File: config.mk
export PLATFORM = sky130hd
export DESIGN_NAME = dma_fault_ctrl
export DESIGN_NICKNAME = d
export VERILOG_FILES = /design/src/rtl/dma_fault_pkg.sv /design/src/rtl/dma_chan_thread.sv /design/src/rtl/dma_dbg_gate.sv /design/src/rtl/dma_fault_ctrl.sv
export SDC_FILE = /design/constraint.sdc
export NUM_CORES = 1
export LEC_CHECK = 0
export ABC_AREA = 1
export BUFFER_PORTS_ARGS = -buffer_cell sky130_fd_sc_hd__buf_2
export CORE_MARGIN = 2
export CORE_UTILIZATION = 50
export DETAILED_ROUTE_END_ITERATION = 10
export PLACE_DENSITY = 0.91
export SLEW_MARGIN = 20
export SYNTH_ARGS = -nofsm -noshare
export SYNTH_HDL_FRONTEND = slang
export SYNTH_SLANG_ARGS = --single-unit
File: constraint.sdc
create_clock -name clk_i -period 2.5 [get_ports clk_i]
set_input_delay 0 -clock clk_i [delete_from_list [all_inputs] [get_ports clk_i]]
set_output_delay 0 -clock clk_i [all_outputs]
set_load 0.1 [all_outputs]
File: src/rtl/dma_fault_pkg.sv
package dma_fault_pkg;
  typedef enum logic [1:0] {
    THR_STOPPED  = 2'd0,
    THR_RUNNING  = 2'd1,
    THR_DRAINING = 2'd2,
    THR_FAULTED  = 2'd3
  } thr_state_e;
endpackage

File: src/rtl/dma_chan_thread.sv
module dma_chan_thread
  import dma_fault_pkg::*;
#(
  parameter int PC_W    = 32,
  parameter int OTX_W   = 4,
  parameter int CAUSE_W = 4
) (
  input  logic               clk_i,
  input  logic               rst_ni,
  input  logic               start_i,
  input  logic               start_ns_i,
  input  logic               abort_i,
  input  logic [CAUSE_W-1:0] cause_i,
  input  logic               precise_i,
  input  logic [PC_W-1:0]    pc_i,
  input  logic [OTX_W-1:0]   otx_i,
  input  logic               kill_i,
  output thr_state_e         state_o,
  output logic [CAUSE_W-1:0] cause_o,
  output logic [PC_W-1:0]    pc_o,
  output logic               ns_o,
  output logic               exec_en_o,
  output logic               inv_o,
  output logic               qflush_o
);
  thr_state_e         state_q, state_d;
  logic [CAUSE_W-1:0] cause_q;
  logic [PC_W-1:0]    pc_q;
  logic               ns_q, pulse_q;
  logic               take_abort, take_kill;

  assign take_abort = (state_q == THR_RUNNING) && abort_i;
  assign take_kill  = (state_q == THR_FAULTED) && kill_i;

  always_comb begin
    state_d = state_q;
    case (state_q)
      THR_STOPPED:  if (start_i) state_d = THR_RUNNING;
      THR_RUNNING:  if (abort_i) state_d = THR_DRAINING;
      // wait for in-flight bus transfers before faulting
      THR_DRAINING: if (otx_i == '0) state_d = THR_FAULTED;
      THR_FAULTED:  if (kill_i) state_d = THR_STOPPED;
      default:      state_d = THR_STOPPED;
    endcase
  end

  always_ff @(posedge clk_i or negedge rst_ni) begin
    if (!rst_ni) begin
      state_q <= THR_STOPPED;
      cause_q <= '0;
      pc_q    <= '0;
      ns_q    <= 1'b0;
      pulse_q <= 1'b0;
    end else begin
      state_q <= state_d;
      pulse_q <= take_abort;
      if ((state_q == THR_STOPPED) && start_i) ns_q <= start_ns_i;
      if (take_abort) begin
        cause_q <= cause_i;
        if (precise_i) pc_q <= pc_i;
      end else if (take_kill) begin
        cause_q <= '0;
      end
    end
  end

  assign state_o   = state_q;
  assign cause_o   = cause_q;
  assign pc_o      = pc_q;
  assign ns_o      = ns_q && (state_q != THR_STOPPED);
  assign exec_en_o = (state_q == THR_RUNNING);
  assign inv_o     = pulse_q;
  assign qflush_o  = pulse_q;
endmodule

File: src/rtl/dma_dbg_gate.sv
module dma_dbg_gate #(
  parameter int              NUM_CH   = 4,
  parameter int              CH_IDX_W = 2,
  parameter int              INSN_W   = 8,
  parameter logic [INSN_W-1:0] KILL_OP = 8'h01
) (
  input  logic                clk_i,
  input  logic                rst_ni,
  input  logic                secure_i,
  input  logic                insn_wr_i,
  input  logic [INSN_W-1:0]   insn_i,
  input  logic                tgt_mgr_i,
  input  logic [CH_IDX_W-1:0] tgt_ch_i,
  input  logic                cmd_wr_i,
  input  logic                mgr_ns_i,
  input  logic                mgr_fault_i,
  input  logic [NUM_CH-1:0]   ch_ns_i,
  input  logic [NUM_CH-1:0]   ch_fault_i,
  output logic                kill_mgr_o,
  output logic [NUM_CH-1:0]   kill_ch_o,
  output logic                err_o
);
  logic [INSN_W-1:0]   op_q;
  logic                tgt_mgr_q, err_q;
  logic [CH_IDX_W-1:0] tgt_ch_q;
  logic                new_ns, cur_ns, cur_fault;
  logic                insn_ok, cmd_ok, do_kill;

  always_comb begin
    new_ns    = 1'b0;
    cur_ns    = 1'b0;
    cur_fault = 1'b0;
    for (int i = 0; i < NUM_CH; i++) begin
      if (tgt_ch_i == CH_IDX_W'(i)) new_ns = ch_ns_i[i];
      if (tgt_ch_q == CH_IDX_W'(i)) begin
        cur_ns    = ch_ns_i[i];
        cur_fault = ch_fault_i[i];
      end
    end
    if (tgt_mgr_i) new_ns = mgr_ns_i;
    if (tgt_mgr_q) begin
      cur_ns    = mgr_ns_i;
      cur_fault = mgr_fault_i;
    end
  end

  // secure targets accept only secure-path writes
  assign insn_ok = insn_wr_i && (secure_i || new_ns);
  assign cmd_ok  = cmd_wr_i && (secure_i || cur_ns);
  assign do_kill = cmd_ok && cur_fault && (op_q == KILL_OP);

  always_comb begin
    for (int i = 0; i < NUM_CH; i++)
      kill_ch_o[i] = do_kill && !tgt_mgr_q && (tgt_ch_q == CH_IDX_W'(i));
  end
  assign kill_mgr_o = do_kill && tgt_mgr_q;
  assign err_o      = err_q;

  always_ff @(posedge clk_i or negedge rst_ni) begin
    if (!rst_ni) begin
      op_q      <= '0;
      tgt_mgr_q <= 1'b0;
      tgt_ch_q  <= '0;
      err_q     <= 1'b0;
    end else begin
      if (insn_ok) begin
        op_q      <= insn_i;
        tgt_mgr_q <= tgt_mgr_i;
        tgt_ch_q  <= tgt_ch_i;
      end
      if (cmd_ok && !cur_fault) err_q <= 1'b1;
    end
  end
endmodule

File: src/rtl/dma_fault_ctrl.sv
module dma_fault_ctrl
  import dma_fault_pkg::*;
#(
  parameter int                NUM_CH  = 4,
  parameter int                PC_W    = 32,
  parameter int                OTX_W   = 4,
  parameter int                CAUSE_W = 4,
  parameter int                INSN_W  = 8,
  parameter logic [INSN_W-1:0] KILL_OP = 8'h01,
  localparam int               CH_IDX_W = (NUM_CH > 1) ? $clog2(NUM_CH) : 1
) (
  input  logic                      clk_i,
  input  logic                      rst_ni,
  input  logic                      mgr_ns_i,
  input  logic                      mgr_start_i,
  input  logic                      mgr_abort_i,
  input  logic [CAUSE_W-1:0]        mgr_cause_i,
  input  logic [NUM_CH-1:0]         ch_start_i,
  input  logic [NUM_CH-1:0]         ch_start_ns_i,
  input  logic                      ch_abort_i,
  input  logic [CH_IDX_W-1:0]       ch_abort_id_i,
  input  logic [CAUSE_W-1:0]        ch_abort_cause_i,
  input  logic                      ch_abort_precise_i,
  input  logic [PC_W-1:0]           ch_abort_pc_i,
  input  logic [NUM_CH*OTX_W-1:0]   ch_otx_i,
  input  logic                      dbg_secure_i,
  input  logic                      dbg_insn_wr_i,
  input  logic [INSN_W-1:0]         dbg_insn_i,
  input  logic                      dbg_tgt_mgr_i,
  input  logic [CH_IDX_W-1:0]       dbg_tgt_ch_i,
  input  logic                      dbg_cmd_wr_i,
  output logic                      irq_abort_o,
  output logic [1:0]                mgr_state_o,
  output logic                      mgr_fault_o,
  output logic [CAUSE_W-1:0]        mgr_cause_o,
  output logic [NUM_CH*2-1:0]       ch_state_o,
  output logic [NUM_CH-1:0]         ch_fault_o,
  output logic [NUM_CH*CAUSE_W-1:0] ch_cause_o,
  output logic [NUM_CH*PC_W-1:0]    ch_pc_o,
  output logic [NUM_CH-1:0]         ch_exec_en_o,
  output logic [NUM_CH-1:0]         ch_ns_o,
  output logic [NUM_CH-1:0]         ch_inv_o,
  output logic [NUM_CH-1:0]         ch_qflush_o,
  output logic                      dbg_err_o
);
  thr_state_e         mgr_state_q;
  logic [CAUSE_W-1:0] mgr_cause_q;
  logic               kill_mgr;
  logic [NUM_CH-1:0]  kill_ch, ch_busy;

  for (genvar i = 0; i < NUM_CH; i++) begin : g_ch
    thr_state_e st;
    logic       hit;
    assign hit = ch_abort_i && (ch_abort_id_i == CH_IDX_W'(i));

    dma_chan_thread #(
      .PC_W(PC_W), .OTX_W(OTX_W), .CAUSE_W(CAUSE_W)
    ) u_thr (
      .clk_i      (clk_i),
      .rst_ni     (rst_ni),
      .start_i    (ch_start_i[i]),
      .start_ns_i (ch_start_ns_i[i]),
      .abort_i    (hit),
      .cause_i    (ch_abort_cause_i),
      .precise_i  (ch_abort_precise_i),
      .pc_i       (ch_abort_pc_i),
      .otx_i      (ch_otx_i[i*OTX_W +: OTX_W]),
      .kill_i     (kill_ch[i]),
      .state_o    (st),
      .cause_o    (ch_cause_o[i*CAUSE_W +: CAUSE_W]),
      .pc_o       (ch_pc_o[i*PC_W +: PC_W]),
      .ns_o       (ch_ns_o[i]),
      .exec_en_o  (ch_exec_en_o[i]),
      .inv_o      (ch_inv_o[i]),
      .qflush_o   (ch_qflush_o[i])
    );

    assign ch_state_o[i*2 +: 2] = st;
    assign ch_fault_o[i]        = (st == THR_FAULTED);
    assign ch_busy[i]           = (st == THR_DRAINING) || (st == THR_FAULTED);
  end

  // manager faults without a drain phase
  always_ff @(posedge clk_i or negedge rst_ni) begin
    if (!rst_ni) begin
      mgr_state_q <= THR_STOPPED;
      mgr_cause_q <= '0;
    end else begin
      case (mgr_state_q)
        THR_STOPPED: if (mgr_start_i) mgr_state_q <= THR_RUNNING;
        THR_RUNNING: if (mgr_abort_i) begin
          mgr_state_q <= THR_FAULTED;
          mgr_cause_q <= mgr_cause_i;
        end
        THR_FAULTED: if (kill_mgr) begin
          mgr_state_q <= THR_STOPPED;
          mgr_cause_q <= '0;
        end
        default: mgr_state_q <= THR_STOPPED;
      endcase
    end
  end

  dma_dbg_gate #(
    .NUM_CH(NUM_CH), .CH_IDX_W(CH_IDX_W), .INSN_W(INSN_W), .KILL_OP(KILL_OP)
  ) u_dbg (
    .clk_i       (clk_i),
    .rst_ni      (rst_ni),
    .secure_i    (dbg_secure_i),
    .insn_wr_i   (dbg_insn_wr_i),
    .insn_i      (dbg_insn_i),
    .tgt_mgr_i   (dbg_tgt_mgr_i),
    .tgt_ch_i    (dbg_tgt_ch_i),
    .cmd_wr_i    (dbg_cmd_wr_i),
    .mgr_ns_i    (mgr_ns_i),
    .mgr_fault_i (mgr_fault_o),
    .ch_ns_i     (ch_ns_o),
    .ch_fault_i  (ch_fault_o),
    .kill_mgr_o  (kill_mgr),
    .kill_ch_o   (kill_ch),
    .err_o       (dbg_err_o)
  );

  assign mgr_state_o = mgr_state_q;
  assign mgr_fault_o = (mgr_state_q == THR_FAULTED);
  assign mgr_cause_o = mgr_cause_q;
  assign irq_abort_o = mgr_fault_o || (|ch_busy);
endmodule

# == Word-level counts from Yosys, hierarchy flattened ==
# Cells that the tools add are included.
# totals
register_bits,178
in_bits,87
output_inout_bits,181
word_cells,191
# classes
n_eq_ne,43
muxes,50
reduce_logical,72
# ops
op,count
4-bit two-way mux,10
2-bit two-way mux,19
2-bit case mux with 4 select lines,4
1-bit logical AND,31
"2-bit == test, second input constant",15
"2-bit != test, second input constant",10
"2-bit by 1-bit != test with 1-bit output, second input constant",9
2-bit nonzero test,9
"2-bit by 1-bit == test with 1-bit output, second input constant",8
2-bit logical NOT,8
4-bit logical NOT,4
4-bit AND reduction,4
1-bit two-way mux,15
"8-bit by 1-bit == test with 1-bit output, second input constant",1
4-bit case mux with 2 select lines,1
2-bit AND reduction,4
1-bit logical OR,7
2-bit case mux with 3 select lines,1
3-bit AND reduction,2
4-bit OR reduction,1
1-bit logical NOT,2

# == Depth between registers and ports, before layout ==
# logic_depth
ltp_word,16
ltp_mapped,14
depth_no_buf,14

# == Hierarchy ==
# A second synthesis with hierarchy kept.
# hier_totals
cells_unflattened,941
area_unflattened_um2,8645.8
# by_module_without_submodules
mod,instances,cells_each,area_each_um2,seq_area_each_um2
dma_chan_thread,4,196,1890.6,1001.0
dma_dbg_gate,1,106,730.7,300.3
dma_fault_ctrl,1,51,352.8,150.1

# == Worst setup path after synthesis ==
# OpenSTA, ideal clock, no wires.
# synth_timing
path_type,reg2reg
startpoint,register g_ch[1].u_thr.state_q[1]
endpoint,register g_ch[3].u_thr.state_q[0]
setup_time_ns,0.123
t_arrival_ns,3.032
required_ns,2.377
slack_ns,-0.655
stages_incl_launch_ff,13
path_buffers,0
synth_period_minus_slack_ns,3.155
cell_sequence,dfrtp_1 ha_1 inv_1 o21ai_0 nand3_1 nand2_2 nand2_4 nor2_8 nand4_4 nand2_2 nand2_2 nand2_1 nand2_1
# synth_via
elab_cells_between_ends,19
classes_between,2 x eq/ne; 8 x mux; 9 x reduce/logical
# synth_lines
element,line,text
"start, declared",dma_chan_thread.sv:26,"thr_state_e state_q, state_d;"
"start signal, assigned",dma_chan_thread.sv:55,state_q <= state_d;
2-bit == test,dma_fault_ctrl.sv:79,assign ch_fault_o[i] = (st == THR_FAULTED);
named net ch_fault_o[1],dma_fault_ctrl.sv:37,"output logic [NUM_CH-1:0] ch_fault_o,"
1-bit two-way mux (3 in series),dma_dbg_gate.sv:35,if (tgt_ch_q == CH_IDX_W'(i)) begin
1-bit two-way mux,dma_dbg_gate.sv:41,if (tgt_mgr_q) begin
1-bit logical AND (2 in series),dma_dbg_gate.sv:50,assign do_kill = cmd_ok && cur_fault && (op_q == KILL_OP);
1-bit logical AND (2 in series),dma_dbg_gate.sv:54,kill_ch_o[i] = do_kill && !tgt_mgr_q && (tgt_ch_q == CH_IDX_W'(i));
2-bit != test (no source line),-,
4-bit AND reduction (no source line),-,
"end signal, assigned",dma_chan_thread.sv:55,
"end, declared",dma_chan_thread.sv:26,
# The timed path passes the listed nets, and every way through them passes these cells.
# A chain may end at the register's enable or synchronous reset.

# == Worst setup path in the final report ==
# layout_timing
startpoint,register g_ch[1].u_thr.state_q[0]
endpoint,register u_dbg.op_q[4]
# layout_via
elab_chain_len,8
# layout_rtl
element,line,text
2-bit nonzero test,dma_chan_thread.sv:70,assign ns_o = ns_q && (state_q != THR_STOPPED);
1-bit logical AND,dma_chan_thread.sv:70,
1-bit two-way mux (3 in series),dma_dbg_gate.sv:34,if (tgt_ch_i == CH_IDX_W'(i)) new_ns = ch_ns_i[i];
1-bit two-way mux,dma_dbg_gate.sv:40,if (tgt_mgr_i) new_ns = mgr_ns_i;
1-bit logical OR,dma_dbg_gate.sv:48,assign insn_ok = insn_wr_i && (secure_i || new_ns);
1-bit logical AND,dma_dbg_gate.sv:48,
"end signal, assigned",dma_dbg_gate.sv:67,op_q <= insn_i;
"end, declared",dma_dbg_gate.sv:23,logic [INSN_W-1:0] op_q;
# Every way passes these cells.

==> impl_metrics.json <==
{
  "postSynthRegisterBits": 178,
  "globalRouteOverflowTotal": 0,
  "finalHoldViolations": 0,
  "wl_um": 20900,
  "setup_violations": 0,
  "core.rowCount": 45,
  "clkTransAtPathRegs_ns": 0.07,
  "core_footprint_um2": 15000,
  "route.detailed.vias_per_inst": 5.26,
  "number_of_antenna_violations_at_the_first_check_in_global_routing": 1,
  "grtUsageTotal_pct": 25.8,
  "cts_max_path_buffers": 2,
  "syn_nets": 770,
  "fmax_mhz": 416,
  "grt_first_pass_wirelength_um": 33000,
  "synth_top_area_share_pct": 58.6,
  "die_area_um2": 16200,
  "drt_iter0_drc": 407,
  "numCtsBuffers": 17,
  "final_min_period_over_clock_period_pct": 96.2,
  "met3RoutedLength_um": 1330,
  "place_congestion": 0.884,
  "vias": 6343,
  "syn-mean-instance-area_um2": 11.4,
  "post_synth_instance_area_um2": 7610,
  "yosysUniqueCellTypes": 37,
  "timing.critical_path.to_type": "flip-flop",
  "numClockSinks": 178,
  "boundaryPins": 268,
  "ys_async_sr_fraction_pct": 100,
  "drt_first_pass_iters": 6,
  "worst_slew_pin_slew_ns": 0.672,
  "avgRoutedWirePerCell_um": 17.3,
  "yosysWarnings": 0,
  "place.detailed.hpwl_um": 13800,
  "post_syn_instances": 667,
  "grt_pass1_vias": 6692,
  "nets": 1107,
  "setup.worst_path.start_class": "flip-flop",
  "critPathArrivalTime_ns": 2.77,
  "synth_sequential_area_ratio_pct": 58.6,
  "maxCapViolations": 0,
  "clock_latency_of_the_later_clocked_register_in_the_worst_skew_pair_ns": 0.42,
  "clock_tree_from_tritoncts": "built",
  "synth_common_cells": "178 x dfrtp_1, 90 x nand2_1, 77 x mux2_2",
  "setup-tns-final_ns": 0,
  "postRouteAntennaNets": 0,
  "synth_top_flop_cell": "dfrtp_1",
  "cts_htree_levels": 4,
  "crit_path_kind": "reg -> reg",
  "initial_utilization_pct": 50.6,
  "maxSlewHeadroom_pct": 55.2,
  "outcome": "completed",
  "die_y_um": 127,
  "count_of_unresolved_drc_violations_after_routing": 0,
  "synthMostInstantiatedCell": "dfrtp_1",
  "die-width_um": 127,
  "timing.critical_path.required_ns": 2.86,
  "dr.max_layer_used": "met4",
  "synth_edf_count": 0,
  "port_buffers": 267,
  "fillerInstances": 1015,
  "routed-wl-met2_um": 10700,
  "worst_hold_path_type": "in -> reg",
  "grt_max_degree": 73,
  "area_growth_syn_to_layout_pct": 37.5,
  "crit_path_max_cell_delay_ns": 0.57,
  "slew_viol_final": 0,
  "critical_path_s_slowest_cell": "dlygate4sd3_1",
  "m1WireLength_um": 7940,
  "min_period_ns": 2.40,
  "cts_root_buf": "clkbuf_16",
  "netlist_top_cells_area": "dfrtp_1 59%, mux2_2 11%, nand2_1 4.4%, inv_1 3.0%, nand3_1 2.8%",
  "path_max_fanout": 9,
  "yosysTopAreaCell": "dfrtp_1",
  "crit_path_cell_trace": "inv_1 > ha_1 > nor2_1 > a21oi_1 > o31ai_4 > buf_6 > nand3_1 > dlygate4sd3_1 > nand2_1",
  "skew_ns": 0.00888,
  "post_route_cells_drive_above_1_share_pct": 43.0
}
## cells in the final DEF, fill, tap and decap left out, types with 13 or more instances in the layout
cell,instances
mux2_2,77
a21oi_1,36
clkbuf_16,17
nand3_1,42
nand2_1,89
buf_2,266
dfrtp_1,170
dlygate4sd3_1,74
o21ai_0,32
inv_1,60
nand2_2,13
nor2_1,34
## cells by family (layout without fill, tap and decap cells)
| kind of cell | after synthesis | after routing | synth area share [%] |
|---|---|---|---|
| mux | 80 | 80 | 11.8 |
| compound gates | 93 | 93 | 7.12 |
| buf+inv | 98 | 448 | 6.42 |
| other cells | 0 | 1 | 0 |
| fa+ha+maj | 16 | 16 | 2.63 |
| flops | 178 | 178 | 58.6 |
| simple gates | 202 | 202 | 13.4 |
## timing repair
| item | in CTS | in global routing |
|---|---|---|
| gates resized for setup | 0 | 3 |
| endpoints found under the hold margin | 236 | 0 |
| setup buffers | 0 | 2 |
| endpoints found under the setup margin | 0 | 9 |
| hold buffers | 74 | 0 |
## state kept, by name, summed over array words and instances, names as in the netlist, 4 cells and up
signal              cells
g_ch.u_thr.state_o      8
u_dbg.op_q              8
g_ch.u_thr.pc_o       128
g_ch.u_thr.ns_q         4
mgr_cause_o             4
g_ch.u_thr.inv_o        4
g_ch.u_thr.cause_o     16
## through the flow
stage	setup WS [ns]	utilization [%]	std cells	area, um^2	hold slack [ns]
finish	0.0962	69.6	1206	10500	0.0174
global route	-0.0295	69.6	1206	10500	0.0405
CTS	0.118	69.4	1203	10400	0.00277
detailed placement	0.350	60.7	1097	9120	0.0601
global placement	0.465	60.7	1097	9120	0.0611
floorplan	0.0600	-	667	7640	-0.296
## worst paths after layout
check | end | slack (ns) | cells after the start | from
setup reg to reg | u_dbg.op_q[4]$_DFFE_PN0P_ | 0.1 | 9 | g_ch[1].u_thr.state_o[0]$_DFFE_PN0P_
max in group asynchronous | g_ch[3].u_thr.state_o[0]$_DFFE_PN0P_ | 1.58 | 3 | rst_ni
hold reg to reg | u_dbg.err_o$_DFFE_PN0P_ | 0.48 | 1 | u_dbg.err_o$_DFFE_PN0P_
setup / recovery | u_dbg.op_q[4]$_DFFE_PN0P_ | 0.1 | 9 | g_ch[1].u_thr.state_o[0]$_DFFE_PN0P_
min in group asynchronous | g_ch[0].u_thr.pc_o[6]$_DFFE_PN0P_ | 0.16 | 2 | rst_ni
hold / removal | g_ch[0].u_thr.state_o[0]$_DFFE_PN0P_ | 0.02 | 6 | ch_otx_i[2]
## worst max-delay path: cells and delay by family (launching register included)
kind            cells  cell delay, ns
fa+ha+maj           1            0.24
simple gates        3            0.38
buf+inv             3            0.83
flops               1            0.43
compound gates      2            0.47
## layout make-up
class | count | area [um^2] | area share, %
Clock buffer | 17 | 425 | 4.07
Timing Repair Buffer | 352 | 2240 | 21.5
Multi-Input combinational cell | 391 | 2690 | 25.7
Sequential cell | 178 | 4460 | 42.7
Antenna cell | 1 | 2.50 | 0.0239
Inverter | 64 | 254 | 2.43
Tap cell | 188 | 235 | 2.25
Clock inverter | 15 | 141 | 1.35
## metal layers
| metal | track usage (%) | up-vias |
|---|---|---|
| li1 | - | 2878 |
| met3 | 6.95 | 76 |
| met4 | 13.8 | 0 |
| met5 | 0 | - |
| met1 | 29.3 | 3106 |
| met2 | 44.6 | 283 |
Power is not shown: default switching activity piles up to over one toggle a cycle in this logic, so the estimate is an artifact.
